File: src/rtl/sdr_ddr_seq_pkg.sv
package sdr_ddr_seq_pkg;

  // Legal CAS latency range in half clocks, shared by both modes
  localparam int CL_MIN_H = 4;
  localparam int CL_MAX_H = 6;
  // Double-rate write data starts one clock (two slots) after launch
  localparam int DDR_WR_START = 2;
  // Double-rate strobe preamble occupies the slot before the first beat
  localparam int DDR_PRE_SLOT = 1;

  typedef enum logic {OP_READ = 1'b0, OP_WRITE = 1'b1} op_e;

endpackage

File: src/rtl/seq_cfg_check.sv
module seq_cfg_check
  import sdr_ddr_seq_pkg::*;
#(
  parameter int CLW = 3,
  parameter int BLW = 2
) (
  input  logic           ddr,
  input  logic [CLW-1:0] cl,
  input  logic [BLW-1:0] bl,
  output logic           err
);

  logic cl_in_range;
  logic cl_ok;
  logic bl_ok;

  always_comb begin
    cl_in_range = (int'(cl) >= CL_MIN_H) && (int'(cl) <= CL_MAX_H);
    // Single rate accepts whole-clock latencies only
    cl_ok       = cl_in_range && (ddr || !cl[0]);
    // Double rate has no single-beat burst
    bl_ok       = !ddr || (bl != '0);
    err         = !(cl_ok && bl_ok);
  end

endmodule

File: src/rtl/seq_phase_win.sv
module seq_phase_win #(
  parameter int TW = 5
) (
  input  logic          en,
  input  logic [TW-1:0] t,
  input  logic [TW-1:0] first,
  input  logic [TW-1:0] stop,
  output logic [1:0]    win
);

  for (genvar p = 0; p < 2; p++) begin : g_phase
    logic [TW-1:0] slot;
    assign slot   = t + TW'(p);
    assign win[p] = en && (slot >= first) && (slot < stop);
  end

endmodule

File: src/rtl/sdr_ddr_seq.sv
module sdr_ddr_seq
  import sdr_ddr_seq_pkg::*;
#(
  parameter int CLW = 3,
  parameter int BLW = 2
) (
  input  logic           clk,
  input  logic           rst_n,
  input  logic           cmd_valid,
  input  logic           cmd_write,
  input  logic           cfg_ddr,
  input  logic [CLW-1:0] cfg_cl,
  input  logic [BLW-1:0] cfg_bl,
  output logic           cmd_ack,
  output logic           cfg_err,
  output logic           busy,
  output logic [1:0]     rd_win,
  output logic           rd_cap_dqs,
  output logic [1:0]     wr_de,
  output logic [1:0]     wr_dqs_en,
  output logic [1:0]     wr_pre
);

  localparam int MAX_BL  = 1 << ((1 << BLW) - 1);
  localparam int END_MAX = (1 << CLW) - 1 + 2 * MAX_BL;
  localparam int TW      = $clog2(END_MAX + 3);

  // Reset release synchronizer
  logic [1:0] rst_sync_q;
  logic       run;

  always_ff @(posedge clk or negedge rst_n) begin
    if (!rst_n) rst_sync_q <= '0;
    else        rst_sync_q <= {rst_sync_q[0], 1'b1};
  end
  assign run = rst_sync_q[1];

  seq_cfg_check #(.CLW(CLW), .BLW(BLW)) u_cfg (
    .ddr (cfg_ddr),
    .cl  (cfg_cl),
    .bl  (cfg_bl),
    .err (cfg_err)
  );

  // Phase state
  logic          act_q, act_d;
  logic [TW-1:0] t_q, t_d;
  op_e           op_q, op_d;
  logic          ddr_q, ddr_d;
  logic [TW-1:0] cl_q, cl_d;
  logic [TW-1:0] len_q, len_d;
  logic          st_en;

  logic [TW-1:0] len_in;
  logic [TW-1:0] rd_stop;
  logic [TW-1:0] wd_first;
  logic [TW-1:0] wd_stop;
  logic [TW-1:0] ph_stop;
  logic          last;

  always_comb begin
    len_in   = cfg_ddr ? (TW'(1) << cfg_bl) : (TW'(2) << cfg_bl);
    rd_stop  = cl_q + len_q;
    wd_first = ddr_q ? TW'(DDR_WR_START) : '0;
    wd_stop  = wd_first + len_q;
    ph_stop  = (op_q == OP_WRITE) ? wd_stop : rd_stop;
    last     = act_q && ((t_q + TW'(2)) >= ph_stop);
    cmd_ack  = run && cmd_valid && !cfg_err && (!act_q || last);
  end

  always_comb begin
    act_d = act_q;
    t_d   = t_q;
    op_d  = op_q;
    ddr_d = ddr_q;
    cl_d  = cl_q;
    len_d = len_q;
    st_en = 1'b0;
    if (cmd_ack) begin
      st_en = 1'b1;
      act_d = 1'b1;
      t_d   = '0;
      op_d  = cmd_write ? OP_WRITE : OP_READ;
      ddr_d = cfg_ddr;
      cl_d  = TW'(cfg_cl);
      len_d = len_in;
    end else if (act_q) begin
      st_en = 1'b1;
      act_d = !last;
      t_d   = last ? '0 : t_q + TW'(2);
    end
  end

  always_ff @(posedge clk or negedge rst_n) begin
    if (!rst_n) begin
      act_q <= 1'b0;
      t_q   <= '0;
      op_q  <= OP_READ;
      ddr_q <= 1'b0;
      cl_q  <= '0;
      len_q <= '0;
    end else if (st_en) begin
      act_q <= act_d;
      t_q   <= t_d;
      op_q  <= op_d;
      ddr_q <= ddr_d;
      cl_q  <= cl_d;
      len_q <= len_d;
    end
  end

  logic en_rd, en_wr, en_dqs;
  assign en_rd  = act_q && (op_q == OP_READ);
  assign en_wr  = act_q && (op_q == OP_WRITE);
  assign en_dqs = en_wr && ddr_q;

  seq_phase_win #(.TW(TW)) u_rd_win (
    .en (en_rd), .t (t_q), .first (cl_q), .stop (rd_stop), .win (rd_win)
  );

  seq_phase_win #(.TW(TW)) u_wd_win (
    .en (en_wr), .t (t_q), .first (wd_first), .stop (wd_stop), .win (wr_de)
  );

  seq_phase_win #(.TW(TW)) u_dqs_win (
    .en (en_dqs), .t (t_q), .first (TW'(DDR_PRE_SLOT)), .stop (wd_stop),
    .win (wr_dqs_en)
  );

  seq_phase_win #(.TW(TW)) u_pre_win (
    .en (en_dqs), .t (t_q), .first (TW'(DDR_PRE_SLOT)),
    .stop (TW'(DDR_PRE_SLOT + 1)), .win (wr_pre)
  );

  assign busy       = act_q;
  assign rd_cap_dqs = ddr_q && (rd_win != 2'b00);

endmodule

File: config.mk
export PLATFORM = sky130hd
export DESIGN_NAME = sdr_ddr_seq
export DESIGN_NICKNAME = d
export VERILOG_FILES = /design/src/rtl/sdr_ddr_seq_pkg.sv /design/src/rtl/seq_cfg_check.sv /design/src/rtl/seq_phase_win.sv /design/src/rtl/sdr_ddr_seq.sv
export SDC_FILE = /design/constraint.sdc
export NUM_CORES = 1
export LEC_CHECK = 0
export ABC_CLOCK_PERIOD_IN_PS = 3200
export CAP_MARGIN = 20
export CORE_ASPECT_RATIO = 2
export CORE_MARGIN = 4
export CORE_UTILIZATION = 40
export CTS_CLUSTER_DIAMETER = 40
export CTS_CLUSTER_SIZE = 20
export DETAILED_ROUTE_END_ITERATION = 10
export SETUP_SLACK_MARGIN = 0.05
export SLEW_MARGIN = 20
export SYNTH_ARGS = -nofsm -noshare
export SYNTH_HDL_FRONTEND = slang
export SYNTH_SLANG_ARGS = --single-unit
File: constraint.sdc
create_clock -name clk -period 3.2 [get_ports clk]
set_input_delay 0.48 -clock clk [delete_from_list [all_inputs] [get_ports clk]]
set_output_delay 0.48 -clock clk [all_outputs]
set_load 0.03 [all_outputs]
Word level (Yosys, flattened, before mapping) --
Cells that the tools add are included.
Storage, ports and cells: register bits after elaboration 18
Operators by class: $add $sub $neg 4, $lt $le $gt $ge 15, shift-type cells 2, multiplexer cells 11, bitwise gates (word level) 1, reductions and logical operators 38
Operators by type and width (count):
- logical AND 1 bit | 25
- 2-to-1 mux 5 bit | 5
- less-than comparator 5 bit | 4
- greater-or-equal comparator 5 x 1 -> 1 bit, second input constant | 2
- greater-or-equal comparator 5 x 2 -> 1 bit | 2
- greater-or-equal comparator 5 x 3 -> 1 bit | 2
- less-than comparator 5 x 2 -> 1 bit, second input constant | 2
- nonzero test 2 bit | 3
- adder 2 x 5 -> 5 bit | 1
- adder 3 x 5 -> 5 bit | 1
- adder 5 x 1 -> 5 bit, second input constant | 1
- adder 5 x 2 -> 5 bit, second input constant | 1
- greater-or-equal comparator 5 bit | 1
- zero test 1 bit | 5
- 2-to-1 mux 1 bit | 5
- << shifter 1 x 2 -> 5 bit, first input constant | 1
- << shifter 2 x 2 -> 5 bit, first input constant | 1
- AND reduction 2 bit | 2
- greater-or-equal comparator 3 bit, second input constant | 1
- less-or-equal comparator 3 bit, second input constant | 1
- logical OR 1 bit | 3
- 2-to-1 mux 2 bit | 1
- inverter 1 bit | 1

Logic depth before layout (Yosys ltp) --
Gate-level depths: netlist of the first run.
depth in word-level cells 9, mapped depth 12, gate-level depth less buffers 11

Modules after synthesis --
A second synthesis of the first run with hierarchy kept.
Second synthesis, totals: cell total of the unflattened synthesis 343, area, all modules 3009.1 um^2
Modules (own cells, without submodules):
- seq_phase_win | instances 4, cells an instance 59, area an instance 460.4 um^2
- sdr_ddr_seq | instances 1, cells an instance 103, area an instance 1143.6 um^2
- seq_cfg_check | instances 1, cells an instance 4, area an instance 23.8 um^2

Least setup slack after synthesis of the first run --
No wires, ideal clock.
path kind register to output, from register cl_q[0], to output cmd_ack, arrival time 2.719 ns, path slack 0.001 ns, stages on the path, launching flop included 13, path buffers 1, path through dfrtp_1 > ha_1 > fa_1 > a21oi_1 > nor2_1 > xnor2_1 > mux2_2 > ha_1 > nand4_1 > o2111ai_4 > o21ai_2 > buf_6 > inv_1
On the way: longest elaborated chain between the ends 6
Ends and longest elaborated chain:
- start: declaration | RTL line sdr_ddr_seq.sv:50 | logic [TW-1:0] cl_q, cl_d;
- start signal: assignment | RTL line sdr_ddr_seq.sv:107 | cl_q <= cl_d;
- adder 3 x 5 -> 5 bit | RTL line sdr_ddr_seq.sv:63 | rd_stop = cl_q + len_q;
- 2-to-1 mux 5 bit | RTL line sdr_ddr_seq.sv:66 | ph_stop = (op_q == OP_WRITE) ? wd_stop : rd_stop;
- greater-or-equal comparator 5 bit | RTL line sdr_ddr_seq.sv:67 | last = act_q && ((t_q + TW'(2)) >= ph_stop);
- logical AND 1 bit | RTL line sdr_ddr_seq.sv:67
- logical OR 1 bit | RTL line sdr_ddr_seq.sv:68 | cmd_ack = run && cmd_valid && !cfg_err && (!act_q || last);
- logical AND 1 bit | RTL line sdr_ddr_seq.sv:68
- end: declaration | RTL line sdr_ddr_seq.sv:14 | output logic cmd_ack,
Every way passes these cells.

Final worst setup path of the first run --
Ends and elaborated chain as after synthesis.

==> run metrics, run 1 <==
crit path launch type=flop; critical path class=flop to primary output; Pwr Density=~1100 nW/µm²; Fillers=344; fin crit share=1.03; relative slew slack=0.473; gr usage total=0.166; Nets=229; Synthesis Warnings=0; Final setup viols=1; Syn Inst Count=161; static leakage=0.942 nW; final wirelength=3810 µm; Die X=52.2 µm; average size of a mapped cell=9.70 µm²; Initial Util=0.424; RSZ-0062 raised after global routing=yes; number of global-route vias before repair=approximately 1,400; # rows=31; Final ANT Viol Nets=0; total global routing overflow=0; wire length on met2=2200 µm; Die Span Y=between 90 and 100 µm; Avg Vias per Cell=5.28; Synth Cell Area=1560 µm²; final std cells w/o fill=240; CP Max Fanout=3; Final min period=3.28 ns; Unique masters post-synth=38; Req. time, crit path=2.72 ns; htree depth=1; largest net degree at the start of global routing=18; slowest stage cell on the critical path=dfrtp_1; Remaining DRCs=0; Post-Place Worst Slack=-0.00694 ns; worst vdd ir=0.457 mV; hold buffer count at CTS=0; wire length per cell=about 16 µm; final worst setup slack=-0.0824 ns; Clock Tree Buf Depth=2; hpwl dp=roughly 3100 µm; share of layout cells above drive strength 1=0.220; clock sink total=17; highest clock rate=0.305 GHz; Post-synth EDFFs=0; top sig layer=met4; Synth Register Bits=17; post-synth top area share=0.272; status=finished, violations left; die area=5030 µm²; CP cell instances=ha_2, fa_2, a21oi_2, nor2_1, xnor2_1, mux2_4, ha_4, nand4_1, o2111ai_4, o21ai_4, clkinvlp_4, buf_6; Clock Skew=slightly above 0.007 ns; via count=roughly 1,300; clk slew on worst S/H paths=0.07 ns; clk_lat worst skew=0.25 ns; area delta synth->final=24.6%; fraction of the yosys area taken by sequential cells=0.272; post-synth net total=198; first-pass GRT wire length=6200 µm; root buffer cell=clkbuf_8; Area contributors post-synth=dfrtp_1 27%, ha_1 21%, mux2_4 4.8%, inv_1 4.1%, xnor2_1 3.9%; Slew @ Worst Pin=0.788 ns; # IOs=22; violated checks=setup timing; antenna violations before repair=0; max_cap viols=0; Hold Fails Final Rpt=0; PortBufs=20; placed insts=235; Post-Route M1 WL=between 1000 and 1500 µm; gpl congestion=0.847; commonest cells in the synthesized netlist=26 x ha_1, 17 x dfrtp_1, 17 x inv_1; area leader, netlist=dfrtp_1; Core Box Area=about 3700 µm²; CTS tree=done; ys async rst share=1.00; CP arrival=2.80 ns; max-slew violation count=0; first-pass iteration count of the detailed router=4; DR iter-0 viols=17; # diodes=0; slowest stage delay, CP=slightly below 0.4 ns; most common cell in the synthesized netlist=ha_1; wire length on met3=between 70 and 80 µm; critical path endpoint category=primary output; Tightest Hold Check Type=flop to flop; CTS Buf Count=3; Top FF cell, synth=dfrtp_1
==> path summary, 6_finish.rpt <==
path,start,to,slack [ns],cells after the start
max,cl_q[0],cmd_ack,-0.08,12
min,rst_sync_q[0],rst_sync_q[1],0.36,0
max reg2reg,cl_q[0],ddr_q,0.19,12
min reg2reg,rst_sync_q[0],rst_sync_q[1],0.36,0
max in group asynchronous,rst_n,len_q[1],1.97,1
min in group asynchronous,rst_n,len_q[3],0.69,1
==> layer usage <==
metal	vias to the layer above	GRT usage
met5	-	0
met4	0	0.0789
met3	8	0.0171
met2	27	0.325
met1	602	0.167
li1	630	-
==> cells by family (layout without fill, tap and decap cells) <==
group / Yosys count / after routing / share of synthesized area
buf+inv: 21 / 51 / 0.0625
simple gates: 40 / 40 / 0.123
other cells: 2 / 2 / 0.00481
xor+xnor: 8 / 8 / 0.0449
compound gates: 32 / 32 / 0.162
fa+ha+maj: 27 / 27 / 0.221
flops: 17 / 17 / 0.272
mux: 14 / 14 / 0.110
==> sequential cells by signal, summed over array words and instances, names as in the netlist <==
register and count:
rst_sync_q 2, ddr_q 1, cl_q 3, len_q 5, op_q 1, t_q 4, busy 1
==> cell usage in the layout (no fill, tap or decap), drive strengths merged <==
cell / count
mux2i: 4
o21ai: 8
fa: 1
buf: 14
and3: 2
a22o: 3
clkbuf: 6
nand4: 1
a21oi: 8
mux2: 10
o22ai: 1
nand2: 13
clkinvlp: 1
nor2b: 4
a211o: 1
nand3b: 2
dlygate4sd2: 2
inv: 16
nor3: 1
dfrtp: 17
nor3b: 1
xor2: 1
conb: 2
nand3: 7
o32ai: 1
a2111oi: 2
clkdlybuf4s50: 12
a21o: 1
o2bb2ai: 2
ha: 26
a21boi: 1
o2111ai: 1
nand2b: 1
nor2: 8
a211oi: 2
xnor2: 7
o211ai: 1
==> area by class of cell <==
class | instances | area, µm² | share of cell area
sequential | 17 | 427 | 0.219
inverter | 17 | 67.6 | 0.0347
timing repair buffer | 30 | 256 | 0.132
multi-input combinational | 123 | 1090 | 0.559
clock buffer | 4 | 45.0 | 0.0232
tap | 49 | 61.3 | 0.0315
==> worst max-delay path: cells and delay by family (launching register included) <==
| family | cells | cell delay (ns) |
|---|---|---|
| XOR/XNOR | 1 | 0.14 |
| adder cells (fa/ha/maj) | 3 | 0.82 |
| buffers and inverters | 2 | 0.22 |
| flip-flops | 1 | 0.39 |
| multiplexers | 1 | 0.29 |
| AO/OA/AOI/OAI | 3 | 0.49 |
| AND/OR/NAND/NOR | 2 | 0.19 |
==> report_power, final <==
part / switching [mW] / internal (mW)
Combinational: 0.759 / 0.687
Sequential: 0.145 / 0.297
Clock: 0.0753 / 0.0884
Total: 0.978 / 1.07
==> stage by stage <==
| step | hold slack (ns) | utilization | instance area (µm²) | power (mW) | setup TNS, ns |
|---|---|---|---|---|---|
| 2_1_floorplan | 0.184 | - | 1570 | 1.40 | 0 |
| 3_3_place_gp | 0.336 | 0.502 | 1850 | 1.76 | 0 |
| 3_5_place_dp | 0.346 | 0.502 | 1850 | 1.81 | -0.00694 |
| 4_1_cts | 0.363 | 0.525 | 1930 | 2.03 | -0.0811 |
| 5_1_grt | 0.368 | 0.528 | 1950 | 2.26 | -0.218 |
| 6_report | 0.361 | 0.528 | 1950 | 2.05 | -0.0824 |
==> what timing repair did <==
item	in CTS	in global routing
cloned	0	0
gates resized for setup	12	8
setup endpoints to repair	10	7
pin swaps	4	1
setup buffers	0	1
(Power assumes the default switching activity.)
==> run 2: changes to the inputs <==
==> constraint.sdc (replaced) <==
create_clock -name clk -period 3.2 [get_ports clk]
set_input_delay 0.48 -clock clk [delete_from_list [all_inputs] [get_ports clk]]
set_output_delay 0.48 -clock clk [all_outputs]
set_load 0.01 [all_outputs]
==> run metrics, run 2 (synthesis gave the netlist of run 1 again) <==
area delta synth->final=33.3%; relative slew slack=0.468 (-0.00540); Post-Place Worst Slack=-0.310 ns (-0.303 ns); status=finished, violations left; number of global-route vias before repair=1,446 (+6.8%); final wirelength=4160 µm (+9.4%); Pwr Density=1080 nW/µm² (+2.3%); placed insts=245 (+4.3%); hpwl dp=3350 µm (+6.6%); first-pass iteration count of the detailed router=4 (unchanged); hold buffer count at CTS=0 (unchanged); Initial Util=0.424 (unchanged); DR iter-0 viols=22 (+5); CTS Buf Count=3 (unchanged); Avg Vias per Cell=5.41 (+2.4%); # diodes=0 (unchanged); Core Box Area=3680 µm² (unchanged); antenna violations before repair=0 (unchanged); Hold Slack=0.363 ns (+0.00154 ns); Clock Tree Buf Depth=2 (unchanged); CTS tree=done; Hold Fails Final Rpt=0 (unchanged); final worst setup slack=-0.0443 ns (+0.0381 ns); Final min period=3.24 ns (-0.0381 ns); die area=5030 µm² (unchanged); commonest non-fill, non-tap cell in the layout=buf_4; Largest regs=len_q (5), t_q (4), cl_q (3); final std cells w/o fill=253 (+5.4%); Post-Route M1 WL=1380 µm (-3.2%); highest clock rate=0.308 GHz (+1.2%); top sig layer=met4; max-slew violation count=0 (unchanged); max_cap viols=0 (unchanged); PortBufs=20 (unchanged); Final setup viols=1 (unchanged); Die Span Y=96.4 µm (unchanged); largest net degree at the start of global routing=18 (unchanged); Remaining DRCs=0 (unchanged); wire length per cell=16.4 µm (+3.7%); wire length on met3=94 µm (+25%); Req. time, crit path=2.72 ns (about the same); Fillers=345 (+0.29%); static leakage=1.06 nW (+13%); worst vdd ir=0.455 mV (-0.33%); gpl congestion=0.896 (+5.7%); Die X=52.2 µm (unchanged); # IOs=22 (unchanged); critical path endpoint category=primary output; Final ANT Viol Nets=0 (unchanged); # rows=31 (unchanged); gr usage total=0.178 (+0.0120); CP cell instances=ha_2, fa_2, a21oi_2, nor2_1, xnor2_1, mux2_4, ha_4, nand4_1, o2111ai_4, o21ai_2, inv_1, buf_2; Post-Place Cell Area=1930 µm² (+4.4%); violated checks=setup timing; most frequent cells in the layout=23 x buf_4, 22 x ha_1, 17 x inv_1, 17 x dfrtp_1, 13 x nand2_1; slowest stage delay, CP=0.39 ns (about the same); first-pass GRT wire length=6560 µm (+5.7%); Setup TNS=-0.0443 ns (+0.0381 ns); slowest stage cell on the critical path=dfrtp_1; critical path class=flop to primary output; Slew @ Worst Pin=0.796 ns (+0.00808 ns); fin crit share=1.01 (-0.0119); CP Max Fanout=3 (unchanged); clk slew on worst S/H paths=0.06 ns (about the same); via count=1,368 (+8.0%); clock sink total=17 (unchanged); R2R setup slack=0.25 ns (+0.06 ns); total global routing overflow=0 (unchanged); clk_lat worst skew=0.25 ns (about the same); RSZ-0062 raised after global routing=yes; crit path launch type=flop; Final Cell Area=2080 µm² (+7.0%); register bank with the most flops=len_q; Clock Skew=0.00106 ns (-0.00605 ns); CP arrival=2.76 ns (-0.04 ns); htree depth=1 (unchanged); root buffer cell=clkbuf_8; Nets=242 (+5.7%); Tightest Hold Check Type=flop to flop; wire length on met2=2500 µm (+14%); final core utilization=0.565 (+0.0370); share of layout cells above drive strength 1=0.284 (+0.0644); Pwr Total=2.24 mW (+9.5%); Largest register FFs=5 (unchanged)
-- run 2: cell types whose count changed in the layout (fill, tap and decap cells not counted), moves of 2 or more --
cell and delta:
buf_4 +10, ha_1 -2, buf_2 +3, o21ai_2 +2, a21oi_1 -4, a21oi_2 +4, dlymetal6s2s_1 +3, o21ai_0 -2
-- run 2: final cells by class --
type | instances | area [µm²] | share of cell area
well taps | 49 | 61.3 | 0.0294
inverters | 17 | 63.8 | 0.0306
clock buffers | 4 | 45.0 | 0.0216
multi-input cells | 123 | 1130 | 0.541
repair buffers | 43 | 359 | 0.172
flip-flops and latches | 17 | 425 | 0.204
-- run 2: path summary, 6_finish.rpt --
path,start,depth (start not counted),end
worst max-delay path,len_q[0],12,cmd_ack
worst min-delay path,rst_sync_q[0],0,rst_sync_q[1]
worst max register to register,len_q[0],12,ddr_q
worst min register to register,rst_sync_q[0],0,rst_sync_q[1]
max in group asynchronous,rst_n,1,len_q[3]
min in group asynchronous,rst_n,1,cl_q[2]
-- run 2: layer usage --
metal,vias to the layer above,track usage
met1,672,0.164
li1,654,-
met4,0,0.104
met2,29,0.357
met3,13,0.0155
met5,-,0
-- run 2: worst max-delay path, delay by kind of cell, from the launching register on --
kind                     cells  cell delay (ns)
AO/OA/AOI/OAI                3             0.45
XOR/XNOR                     1             0.14
adder cells (fa/ha/maj)      3             0.86
buffers and inverters        2             0.19
flip-flops                   1             0.39
multiplexers                 1             0.30
AND/OR/NAND/NOR              2             0.19
-- run 2: repair_timing --
action | 4_1_cts | 5_1_grt
gates resized for setup | 23 | 16
setup endpoints to repair | 8 | 7
pin swaps | 6 | 4
gates cloned | 0 | 0
buffers inserted | 2 | 2
-- run 2: where the power goes --
group | switching [mW] | leakage [nW] | internal (mW) | total, mW
combinational | 0.827 | 0.828 | 0.837 | 1.66
sequential | 0.124 | 0.211 | 0.296 | 0.420
clock | 0.0723 | 0.0228 | 0.0885 | 0.161
==> run 3: changes to the inputs <==
--- a/config.mk
+++ b/config.mk
@@ -14,6 +14,7 @@
 export CTS_CLUSTER_SIZE = 20
 export DETAILED_ROUTE_END_ITERATION = 10
 export SETUP_SLACK_MARGIN = 0.05
+export SKIP_LAST_GASP = 1
 export SLEW_MARGIN = 20
 export SYNTH_ARGS = -nofsm -noshare
 export SYNTH_HDL_FRONTEND = slang
==> run metrics, run 3 (synthesis gave the netlist of run 1 again) <==
clk slew on worst S/H paths=0.06 ns (about the same); clk_lat worst skew=0.25 ns (about the same); clock sink total=17 (unchanged); DR iter-0 viols=21 (-4.5%); max_cap viols=0 (unchanged); Final min period=3.22 ns (-0.0248 ns); gr usage total=0.178 (unchanged); wire length per cell=15.5 µm (-5.9%); largest net degree at the start of global routing=18 (unchanged); Fillers=346 (+0.29%); first-pass iteration count of the detailed router=4 (unchanged); Largest regs=len_q (5), t_q (4), cl_q (3); multi-input gate area in the final layout=1090 µm² (-3.2%); worst vdd ir=0.467 mV (+2.6%); Die X=52.2 µm (unchanged); Tightest Hold Check Type=flop to flop; Clock Tree Buf Depth=2 (unchanged); Clock power frac=0.074 (+0.002); # rows=31 (unchanged); min-delay src=rst_sync_q[0]; die area=5030 µm² (unchanged); CTS tree=done; antenna violations before repair=0 (unchanged); hpwl dp=3350 µm (unchanged); area delta synth->final=31.8%; commonest non-fill, non-tap cell in the layout=buf_4; slowest stage delay, CP=0.39 ns (about the same); R2R cell count=11 (-1); critical path class=flop to primary output; via count=1,344 (-1.8%); final worst setup slack=-0.0195 ns (+0.0248 ns); Worst R2R End=ddr_q; Hold EP=rst_sync_q[1]; htree depth=1 (unchanged); Nets=244 (+0.83%); Hold Slack=0.363 ns (+0.0000210 ns); slowest stage cell on the critical path=dfrtp_1; most frequent cells in the layout=25 x buf_4, 23 x ha_1, 17 x inv_1, 17 x dfrtp_1; max-slew violation count=0 (unchanged); relative slew slack=0.475 (+0.00734); Final ANT Viol Nets=0 (unchanged); RSZ-0062 raised after global routing=yes; number of global-route vias before repair=1,443 (-0.21%); R2R setup slack=0.22 ns (-0.03 ns); PortBufs=20 (unchanged); Clock Skew=0.00107 ns (+0.00000874 ns); register area=425 µm² (unchanged); Largest register FFs=5 (unchanged); first-pass GRT wire length=6560 µm (unchanged); hold buffer count at CTS=0 (unchanged); Sw Share=0.446 (-0.0100); CP cell instances=ha_2, fa_2, a21oi_2, nor2_1, xnor2_1, mux2_4, ha_4, nand4_1, o2111ai_4, o21ai_2, inv_1, buf_2; CP arrival=2.74 ns (-0.02 ns); # IOs=22 (unchanged); Final Cell Area=2060 µm² (-1.1%); internal power=1.20 mW (-1.9%); Slew @ Worst Pin=0.785 ns (-0.0110 ns); final wirelength=3950 µm (-5.1%); total global routing overflow=0 (unchanged); switching pwr=0.963 mW (-5.8%); critical path endpoint category=primary output; Die Span Y=96.4 µm (unchanged); register bank with the most flops=len_q; Avg Vias per Cell=5.27 (-2.5%); fin crit share=1.01 (-0.00775); share of layout cells above drive strength 1=0.272 (-0.0125); Hold Fails Final Rpt=0 (unchanged); # diodes=0 (unchanged); Post-Place Cell Area=1930 µm² (unchanged); crit path launch type=flop; violated checks=setup timing; Pwr Density=1050 nW/µm² (-2.6%); Core Box Area=3680 µm² (unchanged); gpl congestion=0.896 (unchanged); CTS Buf Count=3 (unchanged); root buffer cell=clkbuf_8; Req. time, crit path=2.72 ns (about the same); Remaining DRCs=0 (unchanged); Flop pwr share=0.193 (+0.006); CP Max Fanout=3 (unchanged); WHS Path Cells=0 (unchanged); Final setup viols=1 (unchanged); Initial Util=0.424 (unchanged); highest clock rate=0.311 GHz (+0.77%); logic gate share of total power=0.732 (-0.009); r2r startpoint=cl_q[0]; Pwr Total=2.16 mW (-3.7%); status=finished, violations left; static leakage=1.05 nW (-0.93%)
-- run 3: repair_timing --
action                                  4_1_cts  5_1_grt
pin swaps                                     5        6
buffers inserted                              2        4
gates resized for setup                      21       12
endpoints found under the setup margin        8        7
cloned                                        0        0
-- run 3: critical path, delay by kind of cell, from the launching register on --
family                   cells  cell delay, ns
AND/OR/NAND/NOR              2            0.18
adder cells (fa/ha/maj)      3            0.82
multiplexers                 1            0.29
XOR/XNOR                     1            0.13
flip-flops                   1            0.39
buffers and inverters        2            0.19
AO/OA/AOI/OAI                3            0.48
-- run 3: through the flow --
stage                     std cells  setup TNS [ns]  utilization  setup WS [ns]
after floorplan                 161               0            -          0.114
after global placement          245          -0.440        0.524         -0.253
after detailed placement        245          -0.703        0.524         -0.310
after CTS                       251         -0.0730        0.544        -0.0320
after global routing            255          -0.130        0.559         -0.130
final                           255         -0.0195        0.559        -0.0195
-- run 3: worst max-delay path by stage --
stage / cells after the start / slack, ns / start / endpoint
6_report: 12 / -0.02 / cl_q[0] / cmd_ack
5_1_grt: 11 / -0.13 / cl_q[0] / cmd_ack
4_1_cts: 12 / -0.03 / len_q[0] / cmd_ack
3_5_place_dp: 12 / -0.31 / cl_q[0] / cmd_ack
3_3_place_gp: 12 / -0.25 / cl_q[0] / cmd_ack
2_1_floorplan: 12 / 0.11 / cl_q[0] / cmd_ack
-- run 3: area by class of cell --
| class | count | share of cell area |
|---|---|---|
| Inverter | 17 | 0.0310 |
| Timing Repair Buffer | 45 | 0.181 |
| Tap cell | 49 | 0.0298 |
| Sequential cell | 17 | 0.207 |
| Multi-Input combinational cell | 123 | 0.530 |
| Clock buffer | 4 | 0.0219 |
-- run 3: per-layer routing --
layer / global-route usage / part of all wire / up-vias
li1: - / - / 655
met1: 0.164 / 0.33 / 654
met2: 0.357 / 0.61 / 24
met3: 0.0155 / 0.020 / 11
met4: 0.104 / 0.041 / 0
met5: 0 / 0 / -
-- run 3: power groups by stage --
| stage | Combinational [mW] | Sequential, mW | Clock, mW |
|---|---|---|---|
| after floorplan | 0.957 | 0.393 | 0 |
| after global placement | 1.39 | 0.419 | 0 |
| after detailed placement | 1.46 | 0.421 | 0 |
| after CTS | 1.51 | 0.418 | 0.166 |
| after global routing | 1.82 | 0.429 | 0.173 |
| final | 1.58 | 0.418 | 0.161 |
